--- src/rtl/hr_pkg.sv ---
package hr_pkg;

  // Angle fraction bits inside the pipeline: one unit is 2^-18 rad.
  localparam int ANG_FB = 18;

  // Radians per phase code, scaled by 2^(ANG_FB-13+RAD_SH), i.e. round(pi/4 * 2^15).
  localparam int RAD_SH  = 10;
  localparam int RAD_Q10 = 25736;

  // Inverse of the total micro-rotation gain (about 1.647564), scaled by 2^14.
  localparam int GINV_FB = 14;
  localparam int GINV_Q  = 9944;

  // arctan(2^-i) in units of 2^-18 rad.
  function automatic int atan_q(input int i);
    case (i)
      0: return 205887;
      1: return 121542;
      2: return 64220;
      3: return 32599;
      4: return 16363;
      5: return 8189;
      6: return 4096;
      7: return 2048;
      default: return 0;
    endcase
  endfunction

  // Sum of 2^-k for k = first .. first+n-1, in units of 2^-18 rad.
  function automatic int bd_offset(input int first, input int n);
    int s;
    s = 0;
    for (int k = 0; k < n; k++) s += 1 << (ANG_FB - first - k);
    return s;
  endfunction

  function automatic logic [31:0] mag32(input logic signed [31:0] a);
    return (a < 0) ? 32'(-a) : 32'(a);
  endfunction

endpackage

--- src/rtl/hr_coarse.sv ---
module hr_coarse #(
  parameter int IN_W  = 12,
  parameter int W     = 20,
  parameter int PH_W  = 13,
  parameter int LO_W  = 6,
  parameter int GUARD = 6,
  parameter int N_IT  = 6,
  parameter int N_BD  = 6,
  parameter int ANG_W = 21,
  parameter int V_W   = 15
) (
  input  logic                    clk,
  input  logic                    rst,
  input  logic                    v_in,
  input  logic signed [IN_W-1:0]  x_in,
  input  logic signed [IN_W-1:0]  y_in,
  input  logic [PH_W-1:0]         ph_in,
  output logic                    v_q,
  output logic signed [W-1:0]     x_q,
  output logic signed [W-1:0]     y_q,
  output logic [V_W-1:0]          off_q
);
  localparam int FIRST_BD = N_IT - 1;
  localparam int OFFS     = hr_pkg::bd_offset(FIRST_BD, N_BD);
  localparam int PW       = PH_W + 16;

  logic [PW-1:0]            hi_prod, lo_prod;
  logic signed [ANG_W-1:0]  th_hi, beta, cz, nxt_off;
  logic signed [W-1:0]      cx, cy, tx;

  // Phase split: coarse part goes through the angle recursion, low subword waits.
  always_comb begin
    hi_prod = PW'({ph_in[PH_W-1:LO_W], {LO_W{1'b0}}}) * PW'(hr_pkg::RAD_Q10);
    lo_prod = PW'(ph_in[LO_W-1:0]) * PW'(hr_pkg::RAD_Q10);
    th_hi   = ANG_W'((hi_prod + PW'(1 << (hr_pkg::RAD_SH - 1))) >> hr_pkg::RAD_SH);
    beta    = ANG_W'((lo_prod + PW'(1 << (hr_pkg::RAD_SH - 1))) >> hr_pkg::RAD_SH);
  end

  // Step one: shift-add micro-rotations steered by the sign of the residual.
  always_comb begin
    cx = W'(x_in) <<< GUARD;
    cy = W'(y_in) <<< GUARD;
    cz = th_hi;
    for (int i = 0; i < N_IT; i++) begin
      tx = cx;
      if (cz[ANG_W-1]) begin
        cx = cx + (cy >>> i);
        cy = cy - (tx >>> i);
        cz = cz + ANG_W'(hr_pkg::atan_q(i));
      end else begin
        cx = cx - (cy >>> i);
        cy = cy + (tx >>> i);
        cz = cz - ANG_W'(hr_pkg::atan_q(i));
      end
    end
    nxt_off = cz + beta + ANG_W'(OFFS);
  end

  always_ff @(posedge clk) begin
    if (rst) begin
      v_q   <= 1'b0;
      x_q   <= '0;
      y_q   <= '0;
      off_q <= '0;
    end else begin
      v_q <= v_in;
      if (v_in) begin
        x_q   <= cx;
        y_q   <= cy;
        off_q <= nxt_off[V_W-1:0];
      end
    end
  end

  // the offset residual always fits the direction-bit window.
  assert_dir_range_R4: assert property (@(posedge clk) disable iff (rst)
    v_in |-> (nxt_off >= 0 && nxt_off < (ANG_W'(1) <<< V_W)));

  assert_stage1_valid_R1: assert property (@(posedge clk) disable iff (rst)
    !$past(rst) |-> (v_q == $past(v_in)));

endmodule

--- src/rtl/hr_bitdir.sv ---
module hr_bitdir #(
  parameter int W     = 20,
  parameter int V_W   = 15,
  parameter int FIRST = 5,
  parameter int N_BD  = 6,
  parameter int G2_W  = 9
) (
  input  logic                 clk,
  input  logic                 rst,
  input  logic                 v_in,
  input  logic signed [W-1:0]  x_in,
  input  logic signed [W-1:0]  y_in,
  input  logic [V_W-1:0]       off_in,
  output logic                 v_q,
  output logic signed [W-1:0]  x_q,
  output logic signed [W-1:0]  y_q,
  output logic [G2_W-1:0]      g2_q
);
  logic signed [W-1:0] cx, cy, tx;

  // Step two: every direction is one bit of the offset word, known in parallel.
  always_comb begin
    cx = x_in;
    cy = y_in;
    for (int k = 0; k < N_BD; k++) begin
      tx = cx;
      if (off_in[V_W-1-k]) begin
        cx = cx - (cy >>> (FIRST + k));
        cy = cy + (tx >>> (FIRST + k));
      end else begin
        cx = cx + (cy >>> (FIRST + k));
        cy = cy - (tx >>> (FIRST + k));
      end
    end
  end

  always_ff @(posedge clk) begin
    if (rst) begin
      v_q  <= 1'b0;
      x_q  <= '0;
      y_q  <= '0;
      g2_q <= '0;
    end else begin
      v_q <= v_in;
      if (v_in) begin
        x_q  <= cx;
        y_q  <= cy;
        g2_q <= off_in[G2_W-1:0];
      end
    end
  end

  assert_stage2_valid_R1: assert property (@(posedge clk) disable iff (rst)
    !$past(rst) |-> (v_q == $past(v_in)));

endmodule

--- src/rtl/hr_small_angle.sv ---
module hr_small_angle #(
  parameter int W    = 20,
  parameter int G2_W = 9
) (
  input  logic                 clk,
  input  logic                 rst,
  input  logic                 v_in,
  input  logic signed [W-1:0]  x_in,
  input  logic signed [W-1:0]  y_in,
  input  logic [G2_W-1:0]      g2_in,
  output logic                 v_q,
  output logic signed [W-1:0]  xb_q,
  output logic signed [W-1:0]  xc_q,
  output logic signed [W-1:0]  yb_q,
  output logic signed [W-1:0]  yc_q
);
  localparam int PW = W + G2_W + 1;

  logic signed [G2_W:0] g2s;
  logic signed [W-1:0]  xc_n, yc_n;

  // Step three: sin(g) ~ g, cos(g) ~ 1; corrections kept apart from the base.
  always_comb begin
    g2s  = $signed({1'b0, g2_in});
    xc_n = -W'((PW'(y_in) * PW'(g2s)) >>> hr_pkg::ANG_FB);
    yc_n =  W'((PW'(x_in) * PW'(g2s)) >>> hr_pkg::ANG_FB);
  end

  always_ff @(posedge clk) begin
    if (rst) begin
      v_q  <= 1'b0;
      xb_q <= '0;
      xc_q <= '0;
      yb_q <= '0;
      yc_q <= '0;
    end else begin
      v_q <= v_in;
      if (v_in) begin
        xb_q <= x_in;
        xc_q <= xc_n;
        yb_q <= y_in;
        yc_q <= yc_n;
      end
    end
  end

  // corrections bounded by the opposite base over 2^(ANG_FB-G2_W).
  assert_small_corr_R5: assert property (@(posedge clk) disable iff (rst)
    v_q |-> (hr_pkg::mag32(32'(xc_q)) <= (hr_pkg::mag32(32'(yb_q)) >> (hr_pkg::ANG_FB - G2_W)) + 1 &&
             hr_pkg::mag32(32'(yc_q)) <= (hr_pkg::mag32(32'(xb_q)) >> (hr_pkg::ANG_FB - G2_W)) + 1));

  assert_stage3_valid_R1: assert property (@(posedge clk) disable iff (rst)
    !$past(rst) |-> (v_q == $past(v_in)));

endmodule

--- src/rtl/hr_merge.sv ---
module hr_merge #(
  parameter int W     = 20,
  parameter int OUT_W = 13,
  parameter int GUARD = 6
) (
  input  logic                     clk,
  input  logic                     rst,
  input  logic                     v_in,
  input  logic signed [W-1:0]      xb_in,
  input  logic signed [W-1:0]      xc_in,
  input  logic signed [W-1:0]      yb_in,
  input  logic signed [W-1:0]      yc_in,
  output logic                     v_q,
  output logic signed [OUT_W-1:0]  x_q,
  output logic signed [OUT_W-1:0]  y_q
);
  localparam int PW = W + 17;
  localparam int SH = hr_pkg::GINV_FB + GUARD;
  localparam logic signed [PW-1:0] GK   = PW'(hr_pkg::GINV_Q);
  localparam logic signed [PW-1:0] HALF = PW'(1) <<< (SH - 1);
  localparam logic signed [PW-1:0] OMAX = (PW'(1) <<< (OUT_W - 1)) - 1;
  localparam logic signed [PW-1:0] OMIN = -OMAX - 1;

  logic signed [W:0]    sx, sy;
  logic signed [PW-1:0] rx, ry;
  logic signed [OUT_W-1:0] ox, oy;

  // Vector-merging adders, then one constant multiply removes the gain.
  always_comb begin
    sx = (W+1)'(xb_in) + (W+1)'(xc_in);
    sy = (W+1)'(yb_in) + (W+1)'(yc_in);
    rx = ((PW'(sx) * GK) + HALF) >>> SH;
    ry = ((PW'(sy) * GK) + HALF) >>> SH;
    if (rx > OMAX)      ox = OUT_W'(OMAX);
    else if (rx < OMIN) ox = OUT_W'(OMIN);
    else                ox = OUT_W'(rx);
    if (ry > OMAX)      oy = OUT_W'(OMAX);
    else if (ry < OMIN) oy = OUT_W'(OMIN);
    else                oy = OUT_W'(ry);
  end

  always_ff @(posedge clk) begin
    if (rst) begin
      v_q <= 1'b0;
      x_q <= '0;
      y_q <= '0;
    end else begin
      v_q <= v_in;
      if (v_in) begin
        x_q <= ox;
        y_q <= oy;
      end
    end
  end

  assert_out_valid_R1: assert property (@(posedge clk) disable iff (rst)
    !$past(rst) |-> (v_q == $past(v_in)));

  assert_hold_idle_R7: assert property (@(posedge clk) disable iff (rst)
    (!$past(rst) && !$past(v_in)) |-> ($stable(x_q) && $stable(y_q)));

  assert_no_overflow_R8: assert property (@(posedge clk) disable iff (rst)
    v_in |-> (rx <= OMAX && rx >= OMIN && ry <= OMAX && ry >= OMIN));

endmodule

--- src/rtl/hybrid_rotator.sv ---
module hybrid_rotator #(
  parameter int IN_W   = 12,
  parameter int OUT_W  = 13,
  parameter int PH_W   = 13,
  parameter int LO_W   = 6,
  parameter int GUARD  = 6,
  parameter int N_IT   = 6,
  parameter int N_BD   = 6
) (
  input  logic                     clk,
  input  logic                     rst,
  input  logic                     in_valid,
  input  logic signed [IN_W-1:0]   in_x,
  input  logic signed [IN_W-1:0]   in_y,
  input  logic [PH_W-1:0]          in_phase,
  output logic                     out_valid,
  output logic signed [OUT_W-1:0]  out_x,
  output logic signed [OUT_W-1:0]  out_y
);
  localparam int W     = IN_W + 2 + GUARD;
  localparam int ANG_W = hr_pkg::ANG_FB + 3;
  localparam int FIRST = N_IT - 1;
  localparam int V_W   = hr_pkg::ANG_FB + 2 - FIRST;
  localparam int G2_W  = V_W - N_BD;

  logic                v1, v2, v3;
  logic signed [W-1:0] x1, y1, x2, y2, xb, xc, yb, yc;
  logic [V_W-1:0]      off1;
  logic [G2_W-1:0]     g2;

  hr_coarse #(.IN_W(IN_W), .W(W), .PH_W(PH_W), .LO_W(LO_W), .GUARD(GUARD),
              .N_IT(N_IT), .N_BD(N_BD), .ANG_W(ANG_W), .V_W(V_W)) u_coarse (
    .clk(clk), .rst(rst), .v_in(in_valid), .x_in(in_x), .y_in(in_y),
    .ph_in(in_phase), .v_q(v1), .x_q(x1), .y_q(y1), .off_q(off1));

  hr_bitdir #(.W(W), .V_W(V_W), .FIRST(FIRST), .N_BD(N_BD), .G2_W(G2_W)) u_bitdir (
    .clk(clk), .rst(rst), .v_in(v1), .x_in(x1), .y_in(y1), .off_in(off1),
    .v_q(v2), .x_q(x2), .y_q(y2), .g2_q(g2));

  hr_small_angle #(.W(W), .G2_W(G2_W)) u_small (
    .clk(clk), .rst(rst), .v_in(v2), .x_in(x2), .y_in(y2), .g2_in(g2),
    .v_q(v3), .xb_q(xb), .xc_q(xc), .yb_q(yb), .yc_q(yc));

  hr_merge #(.W(W), .OUT_W(OUT_W), .GUARD(GUARD)) u_merge (
    .clk(clk), .rst(rst), .v_in(v3), .xb_in(xb), .xc_in(xc), .yb_in(yb),
    .yc_in(yc), .v_q(out_valid), .x_q(out_x), .y_q(out_y));

endmodule

--- config.mk ---
export PLATFORM = sky130hd
export DESIGN_NAME = hybrid_rotator
export DESIGN_NICKNAME = d
export VERILOG_FILES = /design/src/rtl/hr_pkg.sv /design/src/rtl/hr_coarse.sv /design/src/rtl/hr_bitdir.sv /design/src/rtl/hr_small_angle.sv /design/src/rtl/hr_merge.sv /design/src/rtl/hybrid_rotator.sv
export SDC_FILE = /design/constraint.sdc
export NUM_CORES = 2
export LEC_CHECK = 0
export BUFFER_PORTS_ARGS = -buffer_cell sky130_fd_sc_hd__buf_2
export CAP_MARGIN = 10
export CORE_ASPECT_RATIO = 2
export CORE_MARGIN = 3
export CORE_UTILIZATION = 35
export CTS_CLUSTER_SIZE = 30
export DETAILED_ROUTE_END_ITERATION = 10
export PLACE_DENSITY = 0.51
export REMOVE_ABC_BUFFERS = 1
export SYNTH_ARGS = -nofsm -noshare
export SYNTH_HDL_FRONTEND = slang
export SYNTH_SLANG_ARGS = --single-unit
--- constraint.sdc ---
create_clock -name clk -period 36.6 [get_ports clk]
set_clock_uncertainty 0.1 [all_clocks]
set_input_delay 1.83 -clock clk [delete_from_list [all_inputs] [get_ports clk]]
set_output_delay 1.83 -clock clk [all_outputs]
set_load 0.01 [all_outputs]
# == After elaboration in Yosys (flattened, before gate mapping) ==
# Index checks and enable logic that the tools add are counted.
# word_totals
register_bits,206
output_inout_bits,27
inputBits,40
elab_cells,133
# classes
addsub,66
n_mul,6
order_cmp,4
n_mux,41
# ops
op,n
20-bit two-way mux,22
21-bit two-way mux,12
21-bit adder,4
21-bit subtractor,4
20-bit by 15-bit adder with 20-bit output,4
20-bit by 15-bit subtractor with 20-bit output,4
"36-bit by 21-bit adder with 37-bit output, second input constant",2
"21-bit by 12-bit multiplier with 33-bit output, second input constant",2
20-bit by 10-bit multiplier with 30-bit output,2
13-bit two-way mux,4
15-bit two-way mux,3
19-bit by 18-bit adder with 20-bit output,2
20-bit by 10-bit adder with 20-bit output,2
20-bit by 11-bit adder with 20-bit output,2
20-bit by 12-bit adder with 20-bit output,2
20-bit by 13-bit adder with 20-bit output,2
20-bit by 14-bit adder with 20-bit output,2
20-bit by 16-bit adder with 20-bit output,2
20-bit by 17-bit adder with 20-bit output,2
20-bit by 18-bit adder with 20-bit output,2
19-bit by 18-bit subtractor with 20-bit output,2
20-bit by 10-bit subtractor with 20-bit output,2
20-bit by 11-bit subtractor with 20-bit output,2
20-bit by 12-bit subtractor with 20-bit output,2
20 further kinds,28

# == Longest topological paths before layout ==
# logic_depth
depth_word,20
ltp_mapped,99
mapped_depth_nobuf,96

# == Modules after synthesis ==
# From an unflattened synthesis, not the netlist that was laid out.
# unflattened
cells_unflattened,8588
area_unflattened_um2,67462.2
# by_module_without_submodules
mod,seq_area_each_um2,area_per_inst_um2,n_inst,cells_each
hr_coarse,1121.1,22728.0,1,3111
hr_bitdir,1001.0,16796.1,1,2358
hr_small_angle,1461.4,15312.2,1,1686
hr_merge,540.5,12625.9,1,1433

# == Least setup slack after synthesis ==
# OpenSTA, ideal clock, no wires.
# synth_path
path_kind,input -> register
startpoint,input in_phase[8]
endpoint,register u_coarse.off_q[14]
path_stages,90
setup_time_ps,116
path_buffers,9
setup_slack_ps,16659
arrival_time_ps,19724
path_cell_list,ha_1 -> ha_1 -> fa_1 -> ha_1 -> ha_1 -> clkbuf_1 -> nand2b_1 -> or4bb_1 -> nand4b_2 -> o211ai_2 -> nor4_2 -> nor4b_2 -> nor3_1 -> buf_2 -> buf_1 -> nor2_1 -> inv_2 -> ha_1 -> (+54 left out) -> a21boi_0 -> o21ai_0 -> nand2b_1 -> a21o_1 -> a21o_1 -> xnor2_1 -> ha_1 -> inv_1 -> ha_1 -> a21oi_1 -> o21bai_1 -> a21oi_1 -> xnor2_1 -> xnor2_1 -> xnor2_1 -> xnor2_1 -> a2111o_1 -> a41o_1
# synth_via
elab_chain_cells,15
elab_cells_between_ends,20
classes_between,14 x add/sub; 1 x mul; 5 x mux
# synth_lines
element,line,text
start: declaration,hybrid_rotator.sv:15,"input logic [PH_W-1:0] in_phase,"
7-bit by 12-bit multiplier with 19-bit output (*),hr_coarse.sv:33,"hi_prod = PW'({ph_in[PH_W-1:LO_W], {LO_W{1'b0}}}) * PW'(hr_pkg::RAD_Q10);"
28-bit by 10-bit adder with 29-bit output (*),hr_coarse.sv:35,th_hi = ANG_W'((hi_prod + PW'(1 << (hr_pkg::RAD_SH - 1))) >> hr_pkg::RAD_SH);
19-bit by 18-bit subtractor with 20-bit output (*),hr_coarse.sv:53,cz = cz - ANG_W'(hr_pkg::atan_q(i));
21-bit subtractor or 21-bit adder (tied branches),"hr_coarse.sv:53, hr_coarse.sv:49",
21-bit two-way mux (*),hr_coarse.sv:46,if (cz[ANG_W-1]) begin
21-bit subtractor or 21-bit adder (tied branches),"hr_coarse.sv:53, hr_coarse.sv:49",
21-bit two-way mux (*),hr_coarse.sv:46,
21-bit subtractor or 21-bit adder (tied branches),"hr_coarse.sv:53, hr_coarse.sv:49",
21-bit two-way mux (*),hr_coarse.sv:46,
21-bit subtractor or 21-bit adder (tied branches),"hr_coarse.sv:53, hr_coarse.sv:49",
21-bit two-way mux (*),hr_coarse.sv:46,
15-bit subtractor or 15-bit adder (tied branches),"hr_coarse.sv:53, hr_coarse.sv:49",
15-bit two-way mux (*),hr_coarse.sv:46,
15-bit adder (*) (2 in series),hr_coarse.sv:56,nxt_off = cz + beta + ANG_W'(OFFS);
end signal: assignment,hr_coarse.sv:70,off_q <= nxt_off[V_W-1:0];
end: declaration,hr_coarse.sv:21,output logic [V_W-1:0] off_q
# Every way passes the cells marked *; elsewhere a longest branch is shown, timed or not.
# A chain may end at the register's enable or synchronous reset.

# == Final worst setup path ==
# Same ends and word-level chain as after synthesis.

==> summary.txt <==
Die
  – Core footprint: 0.178 sq mm
  – DIE WIDTH: 306 microns
  – Starting Density: 0.353
  – Die H: 605 microns
  – Die footprint: 0.185 sq mm
  – I/O pin count: 67
  – Core Rows: 219

Global route
  – Global-route wire length before repair: 308,000 microns
  – GRT Total Usage: 0.213
  – Total gr overflow: 0
  – Initial antenna violation count: 3
  – Largest net degree at the start of global routing: 66
  – Vias in the first global route: 57,500

Route
  – Via count: 54,000
  – Routed WL: 199,000 microns
  – Initial drt markers: 1,850
  – Vias/cell: 5.29
  – DR pass1 iterations: 5
  – Routed len/inst: 19.5 microns
  – Remaining antenna violation count: 0
  – DRC errors left: 0

Clocking
  – H-tree Lvls: 1
  – Post-CTS Hold Buffers: 0
  – Worst skew pair latency: 610 ps
  – Clock Path Buffers: 3
  – CTS tree: done
  – Worst-path clk slew: 80 ps
  – CTS buffer count: 24
  – CTS Sinks: 206
  – Post-CTS Setup Bufs: 0
  – Root Buffer: clkbuf_16
  – Post_cts resized: 0

STA
  – Min Tclk post-route: 23,430 ps
  – Worst-Margin Slew: 1290 ps
  – RSZ-0062 raised after global routing: no
  – Setup TNS Final: 0 ps
  – Maximum clock rate: 42.7 MHz
  – Final setup viols: 0
  – Final Slew Violations: 0
  – Crit share post-route: 0.640
  – Slew HR: 0.117
  – Final Hold Vio Count: 0
  – Hold Slack: 348 ps

Setup path
  – Slowest-stage cell, CP: clkinv_1
  – Critical path peak fanout: 40
  – CP required: 37,010 ps
  – Crit-path max cell delay: 1180 ps
  – Startpoint types: input pin
  – CP bufs+invs: 9
  – Worst path arrival time: 23,850 ps
  – Critical Path Sink Type: flip-flop
  – Most frequent CP cell: ha_1
  – Worst path top cell family by delay: compound AO/OA/AOI/OAI gates
  – WS Path Type: input pin to flip-flop

Placed design
  – RePlAce Congestion: 0.946
  – Port bufs: 66
  – Placed cell count: 10,200
  – Detailed Place HPWL: 174,000 microns

Layout
  – Layout cell share with drive strength beyond 1: 0.0403
  – Most frequent cells in the layout: 1,139 x inv_1, 993 x ha_1, 691 x nor2_1
  – Commonest non-fill, non-tap cell in the layout: inv_1
  – Final net count: 9,429
  – Finished Layout Cells: 10,200
  – Area Growth Syn to Fin: 5.85%

Synth
  – Yosys warnings: 0
  – Ys async rst share: 0
  – Number of synthesized register bits: 206
  – Post-synth EDFFs: 0
  – Netlist cell types: 113
  – Top cell type's share of synthesized area: 0.198
  – Post-Synthesis Cells: 7,937
  – Main synth FF type: dfxtp_1
  – Post-synthesis area per instance: 7.92 sq um
  – Top cells by area, synth: ha_1 20%, fa_1 17%, xnor2_1 7.5%, inv_1 6.8%, dfxtp_1 6.6%
  – Top cell type by total area after synthesis: ha_1
  – Sequential share of the synthesized area: 0.0656
  – Mapped cell area: 0.0629 sq mm

Outcome
  – Outcome: finished, final reports clean

Job
  – Max_cap viols: 0

Min path
  – Worst Hold Class: flip-flop to flip-flop
==> metal layers <==
metal	part of all wire	global-route usage	wire length, microns
met5	0.000065	0	13
met4	0.099	0.178	19700
met3	0.018	0.0141	3670
met2	0.60	0.470	119000
met1	0.28	0.156	56800
==> metrics by stage <==
stage	setup WS, ps	area (sq um)	util
after CTS	13200	66500	0.373
final	13170	66500	0.374
after global routing	11060	66500	0.374
after detailed placement	12600	65700	0.369
after global placement	12770	65700	0.369
after floorplan	14320	62000	-
==> state kept, by name (all words and copies together), names as in the netlist <==
signal and flops:
u_coarse.x_q 20, u_small.yc_q 12, u_small.yb_q 20, u_coarse.y_q 20, u_coarse.v_q 1, u_bitdir.v_q 1
u_bitdir.y_q 20, u_merge.y_q 13, u_small.v_q 1, u_bitdir.x_q 20, u_coarse.off_q 15, u_bitdir.g2_q 9
u_merge.v_q 1, u_small.xc_q 20, u_small.xb_q 20, u_merge.x_q 13
==> cell families after synthesis <==
family,Yosys count,synth area share
flops,206,0.0656
compound gates,1682,0.171
simple gates,2165,0.169
mux,185,0.0306
xor+xnor,814,0.117
buf+inv,1364,0.0823
fa+ha+maj,1521,0.365
==> synth_stat cells, types with 90 or more instances <==
library cell and n:
o21bai_1 124, nor3_1 160, inv_1 1139, a21o_1 154
a21oi_1 540, dfxtp_1 206, mux2i_1 148, xnor2_1 541
ha_1 993, o21ai_0 336, fa_1 525, and2_1 274
xor2_1 256, nor2_1 693, clkbuf_1 175, nand3_1 90
nand2_1 499
==> path summary, 6_finish.rpt <==
check,start,slack (ps),to,cells after the start
max,in_phase[8],13170,u_coarse.off_q[14],89
min,u_small.xc_q[14],350,u_small.xc_q[14],2
max reg2reg,u_coarse.x_q[5],15170,u_bitdir.x_q[19],86
min reg2reg,u_small.xc_q[14],350,u_small.xc_q[14],2
==> final cells by class <==
type | count | area [sq um]
Timing Repair Buffer | 126 | 795
Clock buffer | 29 | 629
Inverter | 1146 | 4300
Multi-Input combinational cell | 6367 | 53600
Sequential cell | 206 | 4130
Tap cell | 2320 | 2900
Fill cell | 18600 | 112000
Clock inverter | 15 | 180
Antenna cell | 4 | 10.0
==> worst register-to-register path, delay by kind of cell, from the launching register on <==
| family | cells | cell delay [ps] |
|---|---|---|
| mux | 1 | 250 |
| buf+inv | 5 | 520 |
| xor+xnor | 12 | 4140 |
| compound gates | 43 | 9790 |
| flops | 1 | 530 |
| simple gates | 17 | 3320 |
| fa+ha+maj | 8 | 2690 |
Power is not shown: default switching activity piles up to over one toggle a cycle in this logic, so the estimate is an artifact.
